===== src/rtl/asp_pkg.sv =====
package asp_pkg;
  localparam int SLOT_W   = 6;            // 64 slots per stereo frame
  localparam int BIT_W    = SLOT_W - 1;   // bit slot within a channel
  localparam int CH_SLOTS = 1 << BIT_W;   // 32 slots per channel

  typedef enum logic [2:0] {
    FMT_LJ      = 3'd0,
    FMT_I2S     = 3'd2,
    FMT_WSYNC   = 3'd4,
    FMT_LSB16   = 3'd5,
    FMT_LSB18   = 3'd6,
    FMT_LSBLAST = 3'd7
  } fmt_e;

  typedef struct packed {
    logic clear;      // port idle: wipe captured state
    logic sideLoad;   // capture inputs at slot 63 start
    logic frameLoad;  // move captures to the sending registers at slot 0
  } aspStrobe_t;
endpackage


===== src/rtl/asp_ctrl.sv =====
module asp_ctrl
  import asp_pkg::*;
#(
  parameter int PHASE_W = 2,
  parameter int CNT_W   = PHASE_W + SLOT_W
) (
  input  logic             clk,
  input  logic             rstN,
  input  logic [3:0]       mode,
  output logic             active,
  output logic             activeQ,
  output logic             repeatEn,
  output fmt_e             fmt,
  output logic [CNT_W-1:0] cnt,
  output aspStrobe_t       st
);
  localparam int CNT_TOP  = (1 << CNT_W) - 1;
  localparam int SIDE_CNT = CNT_TOP - (1 << PHASE_W);

  always_comb begin
    unique case (mode)
      4'd0, 4'd2, 4'd4, 4'd5, 4'd6, 4'd7, 4'd8, 4'd10: active = 1'b1;
      default:                                         active = 1'b0;
    endcase
  end

  assign repeatEn = ~mode[3];
  assign fmt      = fmt_e'(mode[2:0]);

  always_ff @(posedge clk) begin
    if (!rstN || !active) cnt <= '0;
    else                  cnt <= cnt + CNT_W'(1);
  end

  always_ff @(posedge clk) begin
    if (!rstN) activeQ <= 1'b0;
    else       activeQ <= active;
  end

  assign st.clear     = ~active;
  assign st.sideLoad  = active && (cnt == CNT_W'(SIDE_CNT));
  assign st.frameLoad = active && (cnt == CNT_W'(CNT_TOP));

  AST_LOAD_AT_WRAP: assert property (@(posedge clk) disable iff (!rstN)
    st.frameLoad |=> (cnt == '0));
  AST_SIDE_BEFORE_LOAD: assert property (@(posedge clk) disable iff (!rstN)
    st.sideLoad && active |=> !st.frameLoad);
endmodule


===== src/rtl/asp_datapath.sv =====
module asp_datapath
  import asp_pkg::*;
#(
  parameter int WORD_W  = 24,
  parameter int SHORT_W = 16,
  parameter int MID_W   = 18,
  parameter int PHASE_W = 2,
  parameter int CNT_W   = PHASE_W + SLOT_W
) (
  input  logic                   clk,
  input  logic                   rstN,
  input  aspStrobe_t             st,
  input  fmt_e                   fmt,
  input  logic                   repeatEn,
  input  logic                   active,
  input  logic                   activeQ,
  input  logic [CNT_W-1:0]       cnt,
  input  logic [1:0][WORD_W-1:0] inWord,
  input  logic [1:0]             inErr,
  input  logic [1:0]             inValid,
  input  logic [1:0]             inC,
  input  logic [1:0]             inU,
  input  logic                   lockOk,
  input  logic                   cblIn,
  output logic                   sckO,
  output logic                   fsyncO,
  output logic                   sdataO,
  output logic                   cO,
  output logic                   uO,
  output logic                   cblO,
  output logic                   erfO,
  output logic                   verfO
);
  localparam logic [BIT_W-1:0] TOP_BIT  = BIT_W'(WORD_W - 1);
  localparam logic [BIT_W-1:0] WORD_LIM = BIT_W'(WORD_W);
  localparam logic [BIT_W-1:0] LEAD_S   = BIT_W'(CH_SLOTS - SHORT_W);
  localparam logic [BIT_W-1:0] LEAD_M   = BIT_W'(CH_SLOTS - MID_W);
  localparam logic [BIT_W-1:0] LEAD_L   = BIT_W'(CH_SLOTS - WORD_W);

  logic [1:0][WORD_W-1:0] stWord, curWord, lastGood;
  logic [1:0] stBad, stValid, stC, stU;
  logic [1:0] curBad, curValid, curC, curU;
  logic       stCbl, curCbl;

  always_ff @(posedge clk) begin
    if (!rstN || st.clear) begin
      stWord <= '0; curWord <= '0; lastGood <= '0;
      stBad <= '0; stValid <= '0; stC <= '0; stU <= '0;
      curBad <= '0; curValid <= '0; curC <= '0; curU <= '0;
      stCbl <= 1'b0; curCbl <= 1'b0;
    end else begin
      if (st.sideLoad) begin
        stWord  <= inWord;
        stBad   <= inErr | {2{~lockOk}};
        stValid <= inValid;
        stC     <= inC;
        stU     <= inU;
        stCbl   <= cblIn;
      end
      if (st.frameLoad) begin
        for (int ch = 0; ch < 2; ch++) begin
          curWord[ch] <= (stBad[ch] && repeatEn) ? lastGood[ch] : stWord[ch];
          if (!stBad[ch]) lastGood[ch] <= stWord[ch];
        end
        curBad   <= stBad;
        curValid <= stValid;
        curC     <= stC;
        curU     <= stU;
        curCbl   <= stCbl;
      end
    end
  end

  logic [SLOT_W-1:0] slot, slotI2s;
  logic              chNow, chI2s, selCh, selOk, fsyncD, sideStage, sideCh;
  logic [BIT_W-1:0]  bitNow, bitI2s, sel;

  always_comb begin
    slot    = cnt[CNT_W-1:PHASE_W];
    chNow   = slot[SLOT_W-1];
    bitNow  = slot[BIT_W-1:0];
    slotI2s = slot - SLOT_W'(1);
    chI2s   = slotI2s[SLOT_W-1];
    bitI2s  = slotI2s[BIT_W-1:0];
    selCh   = chNow;
    fsyncD  = ~chNow;
    selOk   = bitNow < WORD_LIM;
    sel     = TOP_BIT - bitNow;
    unique case (fmt)
      FMT_I2S: begin
        fsyncD = chNow;
        selCh  = chI2s;
        selOk  = bitI2s < WORD_LIM;
        sel    = TOP_BIT - bitI2s;
      end
      FMT_WSYNC: fsyncD = (bitNow == '0);
      FMT_LSB16: begin
        selOk = bitNow >= LEAD_S;
        sel   = TOP_BIT - (bitNow - LEAD_S);
      end
      FMT_LSB18: begin
        selOk = bitNow >= LEAD_M;
        sel   = TOP_BIT - (bitNow - LEAD_M);
      end
      FMT_LSBLAST: begin
        selOk = bitNow >= LEAD_L;
        sel   = bitNow - LEAD_L;
      end
      default: ;
    endcase
    // side bits: early handoff except in I2S framing
    sideStage = (fmt != FMT_I2S) && (slot == '1);
    if (fmt == FMT_I2S) sideCh = chNow;
    else                sideCh = (bitNow == '1) ? ~chNow : chNow;
  end

  assign sckO   = active & cnt[PHASE_W-1];
  assign fsyncO = active & fsyncD;
  assign sdataO = active & selOk & curWord[selCh][sel];
  assign cO     = active & (sideStage ? stC[0] : curC[sideCh]);
  assign uO     = active & (sideStage ? stU[0] : curU[sideCh]);
  assign cblO   = active & (sideStage ? stCbl  : curCbl);
  assign erfO   = active & curBad[chNow];
  assign verfO  = active & (curBad[chNow] | curValid[chNow]);

  AST_SDATA_ON_FALL: assert property (@(posedge clk) disable iff (!rstN)
    (active && activeQ && $stable(fmt) && cnt[PHASE_W-1:0] != '0) |-> $stable(sdataO));
  AST_FLAGS_AT_BOUNDARY: assert property (@(posedge clk) disable iff (!rstN)
    (active && activeQ && $stable(fmt) && cnt[CNT_W-2:0] != '0) |-> ($stable(erfO) && $stable(verfO)));

  for (genvar g = 0; g < 2; g++) begin : g_chk
    AST_REPEAT_LAST_GOOD: assert property (@(posedge clk) disable iff (!rstN)
      (st.frameLoad && repeatEn && stBad[g]) |=> (curWord[g] == $past(lastGood[g])));
    AST_PASS_DAMAGED: assert property (@(posedge clk) disable iff (!rstN)
      (st.frameLoad && !repeatEn) |=> (curWord[g] == $past(stWord[g])));
  end
endmodule


===== src/rtl/audio_serial_port.sv =====
module audio_serial_port
  import asp_pkg::*;
#(
  parameter int WORD_W  = 24,
  parameter int SHORT_W = 16,
  parameter int MID_W   = 18,
  parameter int PHASE_W = 2
) (
  input  logic              clk,
  input  logic              rstN,
  input  logic [3:0]        mode,
  input  logic [WORD_W-1:0] wordL,
  input  logic [WORD_W-1:0] wordR,
  input  logic              errL,
  input  logic              errR,
  input  logic              lockOk,
  input  logic              validL,
  input  logic              validR,
  input  logic              cL,
  input  logic              cR,
  input  logic              uL,
  input  logic              uR,
  input  logic              cblIn,
  output logic              sckO,
  output logic              fsyncO,
  output logic              sdataO,
  output logic              cO,
  output logic              uO,
  output logic              cblO,
  output logic              erfO,
  output logic              verfO
);
  localparam int CNT_W = PHASE_W + SLOT_W;

  logic             active, activeQ, repeatEn;
  fmt_e             fmt;
  logic [CNT_W-1:0] cnt;
  aspStrobe_t       st;

  asp_ctrl #(.PHASE_W(PHASE_W), .CNT_W(CNT_W)) u_ctrl (
    .clk(clk), .rstN(rstN), .mode(mode), .active(active), .activeQ(activeQ),
    .repeatEn(repeatEn), .fmt(fmt), .cnt(cnt), .st(st)
  );

  asp_datapath #(
    .WORD_W(WORD_W), .SHORT_W(SHORT_W), .MID_W(MID_W),
    .PHASE_W(PHASE_W), .CNT_W(CNT_W)
  ) u_dp (
    .clk(clk), .rstN(rstN), .st(st), .fmt(fmt), .repeatEn(repeatEn),
    .active(active), .activeQ(activeQ), .cnt(cnt),
    .inWord({wordR, wordL}), .inErr({errR, errL}), .inValid({validR, validL}),
    .inC({cR, cL}), .inU({uR, uL}), .lockOk(lockOk), .cblIn(cblIn),
    .sckO(sckO), .fsyncO(fsyncO), .sdataO(sdataO), .cO(cO), .uO(uO),
    .cblO(cblO), .erfO(erfO), .verfO(verfO)
  );

  AST_IDLE_MODE_QUIET: assert property (@(posedge clk) disable iff (!rstN)
    (mode == 4'hF) |-> !(sckO || fsyncO || sdataO || cO || uO || cblO || erfO || verfO));
endmodule


===== config.mk =====
export PLATFORM = sky130hd
export DESIGN_NAME = audio_serial_port
export DESIGN_NICKNAME = d
export VERILOG_FILES = /design/src/rtl/asp_pkg.sv /design/src/rtl/asp_ctrl.sv /design/src/rtl/asp_datapath.sv /design/src/rtl/audio_serial_port.sv
export SDC_FILE = /design/constraint.sdc
export NUM_CORES = 1
export LEC_CHECK = 0
export CORE_AREA = 3 3 178 180
export DETAILED_ROUTE_END_ITERATION = 10
export DIE_AREA = 0 0 181 183
export DONT_BUFFER_PORTS = 1
export PLACE_DENSITY_LB_ADDON = 0.12
export SYNTH_ARGS = -nofsm -noshare
export SYNTH_HDL_FRONTEND = slang
export SYNTH_SLANG_ARGS = --single-unit

===== constraint.sdc =====
create_clock -name clk -period 3.1 [get_ports clk]
set_clock_uncertainty 0.2 [all_clocks]
set_input_delay 0.31 -clock clk [delete_from_list [all_inputs] [get_ports clk]]
set_output_delay 0.31 -clock clk [all_outputs]
set_load 0.1 [all_outputs]

; ---- Word level (Yosys, flattened, before mapping)
; Memory sizes are Yosys's and may differ from the RTL's.
; Index checks and enable logic that the tools add are counted.
[op_classes]
add_sub_neg = 9
n_lt_le_gt_ge = 9
eq_ne = 10
muxes = 23
n_bitwise = 17
reduce_logical = 12
[ops]
columns = op, count
row1 = 24-bit 2-to-1 mux, 4
row2 = 5-bit one-hot mux with 4 select lines, 1
row3 = "5-bit subtractor, first input constant", 4
row4 = "8-bit == test, second input constant", 2
row5 = 1-bit 2-to-1 mux, 15
row6 = "3-bit == test, second input constant", 4
row7 = "5-bit by 4-bit >= comparator with 1-bit output, second input constant", 2
row8 = "5-bit < comparator, second input constant", 2
row9 = "5-bit by 4-bit subtractor with 5-bit output, second input constant", 2
row10 = 1-bit bitwise AND, 9
row11 = "8-bit by 1-bit adder with 8-bit output, second input constant", 1
row12 = "6-bit == test, second input constant", 1
row13 = "1-bit by 2-bit < comparator with 1-bit output, second input constant", 3
row14 = "5-bit by 6-bit < comparator with 1-bit output, second input constant", 1
row15 = 1-bit NOT, 6
row16 = "6-bit by 1-bit subtractor with 6-bit output, second input constant", 1
row17 = 1-bit binary-select mux with 5-bit select, 1
row18 = "5-bit == test, second input constant", 1
row19 = "5-bit >= comparator, second input constant", 1
row20 = 1-bit logical AND, 5
row21 = 5-bit logical NOT, 1
row22 = "5-bit subtractor, second input constant", 1
row23 = 1-bit one-hot mux with 4 select lines, 1
row24 = 2-bit AND reduction, 2
row25 = other kinds (7), 9
[totals]
reg_bits = 170
mem_bits_ro = 16
in_bits = 64
output_inout_bits = 8
elab_cells = 98
mem_count = 1
[mem_list]
columns = name, depth, width, read_ports, rd_ports_with_merged_regs, wr, line
row1 = (name not given), 16, 1, 1, 0, 0, asp_ctrl.sv:21  ; unique case (mode)

; ---- Longest topological paths before layout
; Gate-level depths: netlist (run 1).
[depth]
depth_word = 7
mapped_depth = 12
depth_no_buf = 10

; ---- Hierarchy
; A second synthesis (run 1) with hierarchy kept.
[hier_totals]
cells_unflattened = 894
area_unflattened_um2 = 7667.4
[by_module_without_submodules]
columns = module, instances, cells_per_inst, area_each_um2, seq_area_each_um2
row1 = asp_datapath, 1, 847, 7254.5, 3243.1
row2 = asp_ctrl, 1, 47, 412.9, 180.2

; ---- Worst setup path before layout (run 1)
; Ideal clock, no wire load.
[synth_path]
path_kind = input -> output
from = input mode[2]
to = output verfO
t_arrival_ns = 3.303
t_required_ns = 2.590
setup_slack_ns = -0.713
stages = 4
path_buffers = 2
path_cell_list = buf_6 clkbuf_1 mux2_2 a211oi_1
[synth_via]
elab_chain_cells = 2
[synth_rtl]
columns = item, line
row1 = start: declaration, audio_serial_port.sv:11  ; input logic [3:0] mode,
row2 = memory read 16 x 1 bit, n/a
row3 = 1-bit bitwise AND, asp_datapath.sv:124  ; assign verfO = active & (curBad[chNow] | curValid[chNow]);
row4 = end: declaration, audio_serial_port.sv:31  ; output logic verfO
; No other way between the ends.

; ---- Worst setup path in the final report (run 1)
[layout_path]
from = register u_ctrl.cnt[2]
to = output sdataO
[layout_via]
elab_chain_cells = 7
word_cells_on_any_way = 22
classes_between = 8 x add/sub / 5 x order compare / 7 x mux / 2 x bitwise
[layout_rtl]
columns = item, line
row1 = start: declaration, asp_ctrl.sv:14  ; output logic [CNT_W-1:0] cnt,
row2 = start signal: assignment, asp_ctrl.sv:32  ; else cnt <= cnt + CNT_W'(1);
row3 = "parallel branches: the longest is 6 deep, another holds 6-bit by 1-bit subtractor with 6-bit output", n/a
row4 = 1-bit bitwise AND *, asp_datapath.sv:119  ; assign sdataO = active & selOk & curWord[selCh][sel];
row5 = end: declaration, audio_serial_port.sv:26  ; output logic sdataO,
; Mark *: on every way between the ends. The select of a mux whose other input is x is not followed.

==> key figures, run 1 <==
Power and ir drop
  • Largest voltage drop on the vdd net: 0.3678 mV
  • P_int: 0.003507 W
  • Net switching power of the design: 0.001077 W
  • Share of total power in sequential cells: 47.7%
  • Power density over the cells: 484.8 nW/µm²
  • Pleak: 2.940 nW
  • Share of total power consumed by net switching: 23.49%
  • Clock share of power: 46.9%
  • Combinational share of power: 5.4%

Final layout
  • Most common cell after layout, fill and taps aside: nand2_1
  • Net count reported at finish: 1,052
  • Growth of design area from synthesis to finish: 26.18%
  • Layout cell share with drive strength beyond 1: 12.13%
  • Top library cells by usage in the layout, fill and taps aside: nand2_1, dfxtp_1, a21oi_1, nor2_1, mux2i_1
  • Number of antenna diodes: 0

CTS
  • CTS max path bufs: 2
  • Clock transition at the registers of the reported paths: 0.07 ns
  • TritonCTS sink count: 170
  • Number of CTS-inserted buffers: 17
  • CTS tree: done
  • Clock network latency to the later pin of the worst-skew pair: 0.42 ns
  • Clock Root Buffer: clkbuf_16
  • Level count of the clock H-tree: 4

Yosys
  • Cell Area, Synth: 7493 µm²
  • Count of unique library cells instantiated by Yosys: 47
  • Post-Synthesis Net Count: 992
  • Number of synthesized register bits: 170
  • Syn_area_per_cell: 8.172 µm²
  • Sequential-to-total area share from yosys stat: 45.42%
  • Post-Syn Instances: 917
  • Warning count from the yosys run: 0

Setup path
  • Cell family with the largest share of critical-path delay: multiplexers
  • Worst r2r path cells: 8
  • CP dominant cell by count: mux2i_1
  • Delay of the slowest cell on the worst path: 0.48 ns
  • Peak fanout along the critical path: 4
  • Max stage delay cell, worst path: mux4_2
  • Critical Path Start Type: flip-flop
  • Critical path, cell by cell: inv_4, ha_4, nor2_1, o211a_1, a21oi_2, buf_6, mux4_2, mux2i_1, mux2i_1, o211ai_1, and3b_4, buf_12
  • Startpoint of the worst-slack reg-to-reg timing path: u_ctrl.cnt[5]$_SDFF_PP0_
  • WP data arrival: 2.89 ns
  • Flop2flop setup slack: 0.64 ns
  • Buf/Inv on CP: 3
  • Endpoint of the worst-slack reg-to-reg timing path: u_dp.curWord[1]$_SDFFE_PP0P_
  • Worst path required time: 2.59 ns
  • Endpoint class of the critical path: primary output
  • Type of the worst setup path: flip-flop to primary output

Floorplanning
  • # IOs: 72
  • Placeable core region: 30,350 µm²
  • Initial core utilization: 24.69%
  • Die height: 183 µm
  • Die outline area: 33,120 µm²
  • Die outline width: 181 µm
  • Floorplan row count: 64

Worst hold path
  • Hold EP: u_ctrl.cnt[1]$_SDFF_PP0_
  • Worst hold path stage count: 3
  • Path type of the worst min-delay path: primary input to flip-flop
  • Min-Delay Startpoint: mode[0]

Placement
  • Total half-perimeter wirelength after legalization and detailed placement: 14,010 µm
  • Number of port buffers: 0
  • Final weighted congestion in routability-driven placement: 0.8330

Timing
  • Final setup viols: 1
  • Final period util: 109.8%
  • Period minus WS final: 3.403 ns
  • Endpoints failing hold: 0
  • Hold slack: 0.1095 ns
  • Setup slack after layout: -0.3032 ns
  • Summed negative setup slack over all endpoints: -0.3032 ns
  • Actual slew at the worst max-slew pin: 0.6406 ns
  • Final Max Tran Viols: 0
  • Headroom to the max-slew limit: 56.98%
  • RSZ-0062 raised after global routing: yes
  • Upper clock frequency limit: 293.8 MHz

GRT
  • Pin count of the biggest net entering global routing: 89
  • Global-route wire length before repair: 33,860 µm
  • Overall routing resource usage: 12.68%
  • Number of antenna violations at the first check in global routing: 0
  • Global-route congestion overflow total: 0
  • Number of global-route vias before repair: 6,082

Detailed routing
  • Total wire length: 20,770 µm
  • Number of vias after detailed routing: 6,136
  • Avg WL per Cell: 15.00 µm
  • Post-DRT Antenna Nets: 0
  • Detailed-route vias per instance: 4.430
  • Initial DRT Pass Iterations: 4
  • DRC viols: 0
  • Number of violations reported at the end of detailed-routing iteration 0: 284

Run status
  • Failing checks: negative setup slack
  • Run status: complete, but fails checks

Job
  • Max-Cap Viols: 0
-- repair_timing --
action | 4_1_cts | 5_1_grt
hold buffers | 60 | 0
setup buffers | 2 | 4
pin swaps | 3 | 5
endpoints found under the setup margin | 1 | 3
gates resized for setup | 9 | 7
hold endpoints to repair | 58 | 0
-- flip-flops by register name (all words and copies together) (netlist names), 2 cells and up --
signal and count:
u_dp.curWord 48, u_dp.lastGood 48, u_dp.stWord 48, u_ctrl.cnt 8
u_dp.curBad 2, u_dp.curC 2, u_dp.curU 2, u_dp.curValid 2
u_dp.stBad 2, u_dp.stC 2, u_dp.stU 2, u_dp.stValid 2
-- layout make-up --
type / count / area (µm²)
inverters: 7 / 31.28
clock buffers: 17 / 425.4
clock inverters: 14 / 161.4
multi-input cells: 668 / 3871
fillers: 3222 / 20890
well taps: 396 / 495.5
repair buffers: 113 / 1065
flip-flops and latches: 170 / 3406
-- power groups by stage --
stage / combinational (W) / clock, W / sequential [W]
after floorplan: 0.000134 / 0 / 0.00224
after global routing: 0.000267 / 0.00233 / 0.00218
after CTS: 0.000245 / 0.00225 / 0.00218
final: 0.000247 / 0.00215 / 0.00219
after global placement: 0.000184 / 0 / 0.00224
after detailed placement: 0.000183 / 0 / 0.00224
-- kinds of logic (layout without fill, tap and decap cells) --
logic type,after synthesis,count (layout),share of synthesized area [%]
DFF,170,170,45.42
AOI/OAI and AO/OA,197,197,15.96
buffers and inverters,79,151,4.324
adders and majority gates,11,11,1.837
xor gates and xnor gates,15,15,1.853
muxes,72,72,10.49
and+or+nand+nor,373,373,20.12
-- synthesized netlist by cell type, drive strengths merged --
master | count | area (µm²)
a211oi | 50 | 387.9
a21o | 1 | 7.510
a21oi | 117 | 589.3
a221o | 1 | 10.01
a22oi | 2 | 15.01
a311o | 1 | 10.01
a311oi | 1 | 15.01
a31oi | 4 | 25.02
a32oi | 1 | 8.760
and2 | 2 | 12.51
and3 | 6 | 37.54
and3b | 1 | 8.760
buf | 10 | 65.06
clkbuf | 62 | 232.7
clkinv | 1 | 3.750
dfxtp | 170 | 3403
ha | 11 | 137.6
inv | 6 | 22.52
mux2 | 2 | 22.52
mux2i | 65 | 650.6
mux4 | 5 | 112.6
nand2 | 251 | 942.2
nand2b | 5 | 31.28
nand3 | 11 | 55.05
nand4 | 5 | 31.28
nor2 | 76 | 285.3
nor2b | 8 | 50.05
nor3 | 4 | 20.02
nor3b | 3 | 22.52
o2111ai | 1 | 8.760
o211a | 1 | 10.01
o211ai | 2 | 15.01
o21ai | 10 | 50.04
o21ba | 1 | 10.01
o221ai | 1 | 8.760
o22a | 1 | 8.760
o311ai | 1 | 8.760
o31ai | 1 | 7.510
or3b | 1 | 11.26
xnor2 | 14 | 130.1
xor2 | 1 | 8.760
-- routing by layer --
metal	global-route usage (%)	vias up	wire length, µm
li1	-	3234	-
met1	17.30	2827	10110
met2	20.88	67	10050
met3	2.221	8	466
met4	3.352	0	142
met5	0	-	0
-- worst max path at each step --
stage / start / to / slack [ns] / cells past startpoint
floorplan: u_ctrl.cnt[2]$_SDFF_PP0_ / sdataO / -0.005 / 11
global placement: u_ctrl.cnt[3]$_SDFF_PP0_ / sdataO / -0.03 / 12
detailed placement: mode[0] / sdataO / -0.09 / 9
CTS: u_ctrl.cnt[2]$_SDFF_PP0_ / sdataO / -0.43 / 11
global route: u_ctrl.cnt[3]$_SDFF_PP0_ / sdataO / -0.48 / 12
finish: u_ctrl.cnt[2]$_SDFF_PP0_ / sdataO / -0.30 / 12
-- worst min-delay path, delay by kind of cell --
family                 cells  cell delay [ns]
and+or+nand+nor            1             0.18
buffers and inverters      1             0.16
muxes                      1             0.04
-- per-stage QoR --
stage	area (µm²)	power (W)	cells	setup WS [ns]	utilization [%]
floorplan	7522	0.002369	917	-0.004632	-
finish	9455	0.004584	1385	-0.3032	31.16
global placement	8170	0.002420	1288	-0.03457	26.92
CTS	9404	0.004678	1381	-0.4295	30.99
global route	9455	0.004785	1385	-0.4785	31.16
detailed placement	8170	0.002419	1288	-0.08771	26.92
Power figures use the tool's default switching activity.
==> inputs of run 2 (changes only) <==
Settings changed: CORE_AREA 3 3 178 180 to 3 3 122 124, DIE_AREA 0 0 181 183 to 0 0 125 127.
==> run 2 against run 1 <==
The run still ends with negative setup slack left. Setup slack lost 0.022 ns. Register-to-register slack lost 0.37 ns. Critical path depth is the same. First-iteration DRC count grew 35%. Cell area shrank 3.5%. Largest cell class unchanged. Routed wire length shrank 12%. Combinational power shrank 3%. Critical endpoint unchanged. Die area shrank 52%. Final cell count shrank 16%. Core utilization grew 35 points.
==> key figures, run 2 (synthesis gave the netlist of run 1 again) <==
Run status
  • Run status: complete, but fails checks
  • Failing checks: negative setup slack

Floorplanning
  • Floorplan row count: 43 (-33%)
  • Die outline area: 15,880 µm² (-52%)
  • # IOs: 72 (unchanged)
  • Placeable core region: 13,880 µm² (-54%)
  • Initial core utilization: 53.98% (+29 points)
  • Die outline width: 125 µm (-31%)
  • Die height: 127 µm (-31%)

CTS
  • Number of CTS-inserted buffers: 17 (unchanged)
  • TritonCTS sink count: 170 (unchanged)
  • CTS max path bufs: 2 (unchanged)
  • Level count of the clock H-tree: 4 (unchanged)
  • Clock Root Buffer: clkbuf_16
  • CTS tree: done
  • Clock network latency to the later pin of the worst-skew pair: 0.42 ns (about the same)
  • Clock transition at the registers of the reported paths: 0.06 ns (about the same)

Placement
  • Total half-perimeter wirelength after legalization and detailed placement: 12,000 µm (-14%)
  • Placed cell count: 1,069 (-17%)
  • Number of port buffers: 0 (unchanged)
  • Final weighted congestion in routability-driven placement: 0.9015 (+8.2%)

Power and ir drop
  • Pleak: 2.904 nW (-1.2%)
  • Largest voltage drop on the vdd net: 0.3638 mV (-1.1%)
  • Power density over the cells: 482.9 nW/µm² (-0.40%)
  • Total Power: 0.004405 W (-3.9%)

GRT
  • Pin count of the biggest net entering global routing: 94 (+5.6%)
  • Global-route congestion overflow total: 0 (unchanged)
  • Global-route wire length before repair: 30,280 µm (-11%)
  • Overall routing resource usage: 23.42% (+11 points)
  • Number of global-route vias before repair: 6,118 (+0.59%)
  • Number of antenna violations at the first check in global routing: 0 (unchanged)

Setup path
  • Worst path required time: 2.59 ns (about the same)
  • Peak fanout along the critical path: 4 (unchanged)
  • Type of the worst setup path: flip-flop to primary output
  • Critical Path Start Type: flip-flop
  • Endpoint class of the critical path: primary output
  • WP data arrival: 2.91 ns (+0.02 ns)

Detailed routing
  • Met1 layer wirelength in the final routing: 8147 µm (-19%)
  • Detailed-route vias per instance: 5.434 (+23%)
  • Total met2 wirelength after detailed routing: 9185 µm (-8.6%)
  • DRC viols: 0 (unchanged)
  • Total wire length: 18,230 µm (-12%)
  • Number of vias after detailed routing: 6,336 (+3.3%)
  • Initial DRT Pass Iterations: 5 (+1)
  • Top routing layer in use: met4
  • Post-DRT Antenna Nets: 0 (unchanged)
  • Met3 routed WL: 631 µm (+35%)
  • Avg WL per Cell: 15.64 µm (+4.3%)
  • Number of violations reported at the end of detailed-routing iteration 0: 384 (+35%)

Timing
  • RSZ-0062 raised after global routing: yes
  • Endpoints failing hold: 0 (unchanged)
  • Upper clock frequency limit: 292.0 MHz (-0.63%)
  • Final Max Tran Viols: 0 (unchanged)
  • Actual slew at the worst max-slew pin: 0.7430 ns (+0.1024 ns)
  • Final setup viols: 1 (unchanged)
  • Period minus WS final: 3.425 ns (+0.02170 ns)
  • Hold slack: 0.07222 ns (-0.03723 ns)
  • Headroom to the max-slew limit: 50.11% (-6.9 points)
  • Final period util: 110.5% (+0.70 points)
  • Setup slack after layout: -0.3249 ns (-0.02170 ns)

Final layout
  • Area of combinational cells with multiple inputs: 3886 µm² (+0.39%)
  • Layout cell share with drive strength beyond 1: 12.27% (+0.14 points)
  • Number of antenna diodes: 0 (unchanged)
  • Top library cells by usage in the layout, fill and taps aside: nand2_1, dfxtp_1, a21oi_1, nor2_1, mux2i_1
  • Registers with the most flip-flops: u_dp.curWord x48, u_dp.lastGood x48, u_dp.stWord x48
  • Non-Filler Instances: 1,166 (-16%)
  • Net count reported at finish: 1,049 (-0.29%)
  • Total area of sequential cells: 3406 µm² (unchanged)
  • Growth of design area from synthesis to finish: 21.74%
  • Fill cell total of the finished layout: 1,153 (-64%)
  • Most common cell after layout, fill and taps aside: nand2_1

Job
  • Max-Cap Viols: 0 (unchanged)

Worst hold path
  • Path type of the worst min-delay path: primary input to flip-flop
-- run 2: cell types whose count changed in the layout (fill, tap and decap cells not counted), sizes merged --
cell / change
inv: -2
clkinv: +1
clkbuf: +3
bufinv: -2
buf: -3
-- run 2: power by group --
group	internal, W	switching [W]	total, W
Combinational	0.000114	0.000126	0.000240
Sequential	0.00218	0.00000163	0.00219
Clock	0.00108	0.000902	0.00198
Total	0.00338	0.00103	0.00440
-- run 2: final cells by class --
class	instances	share of cell area (%)
Clock inverter	11	0.9464
Clock buffer	20	5.006
Tap cell	180	2.469
Multi-Input combinational cell	668	42.60
Sequential cell	170	37.33
Inverter	7	0.3155
Timing Repair Buffer	110	11.33
-- run 2: metal layers --
metal	GRT usage, %	vias up
li1	-	3224
met1	28.70	2964
met2	41.35	125
met3	5.602	23
met4	6.569	0
met5	0	-
-- run 2: path summary, 6_finish.rpt --
| path | depth (start not counted) | slack (ns) | startpoint | end |
|---|---|---|---|---|
| min | 2 | 0.07 | rstN | u_ctrl.cnt[0]$_SDFF_PP0_ |
| max reg2reg | 9 | 0.27 | u_ctrl.cnt[4]$_SDFF_PP0_ | u_dp.stBad[1]$_SDFFE_PP0P_ |
| min reg2reg | 2 | 0.25 | u_dp.lastGood[12]$_SDFFE_PP0P_ | u_dp.lastGood[12]$_SDFFE_PP0P_ |
| max | 12 | -0.32 | u_ctrl.cnt[3]$_SDFF_PP0_ | sdataO |
-- run 2: worst max-delay path, stage by stage (launching register included) --
cell	delay, ns
dfxtp_2	0.35
inv_4	0.05
ha_4	0.26
nor2_2	0.03
o211a_1	0.22
a21oi_2	0.12
buf_6	0.13
mux4_2	0.49
mux2i_1	0.16
mux2i_1	0.10
o211ai_1	0.18
and3b_4	0.24
buf_12	0.16
-- run 2: what timing repair did --
action / 4_1_cts / 5_1_grt
endpoints found under the setup margin: 1 / 2
pin swaps: 2 / 6
hold buffers: 60 / 0
resized for setup: 14 / 7
buffers inserted: 2 / 4
gates cloned: 0 / 0
hold endpoints to repair: 58 / 0
-- run 2: through the flow --
step	utilization (%)	cell area (µm²)	setup WS, ns	TNS [ns]
floorplan	-	7522	-0.004632	-0.004632
global placement	56.66	7865	0.05660	0
detailed placement	56.66	7865	-0.05581	-0.05581
CTS	65.34	9070	-0.3373	-0.3373
global route	65.72	9123	-0.4417	-0.4417
finish	65.72	9123	-0.3249	-0.3249
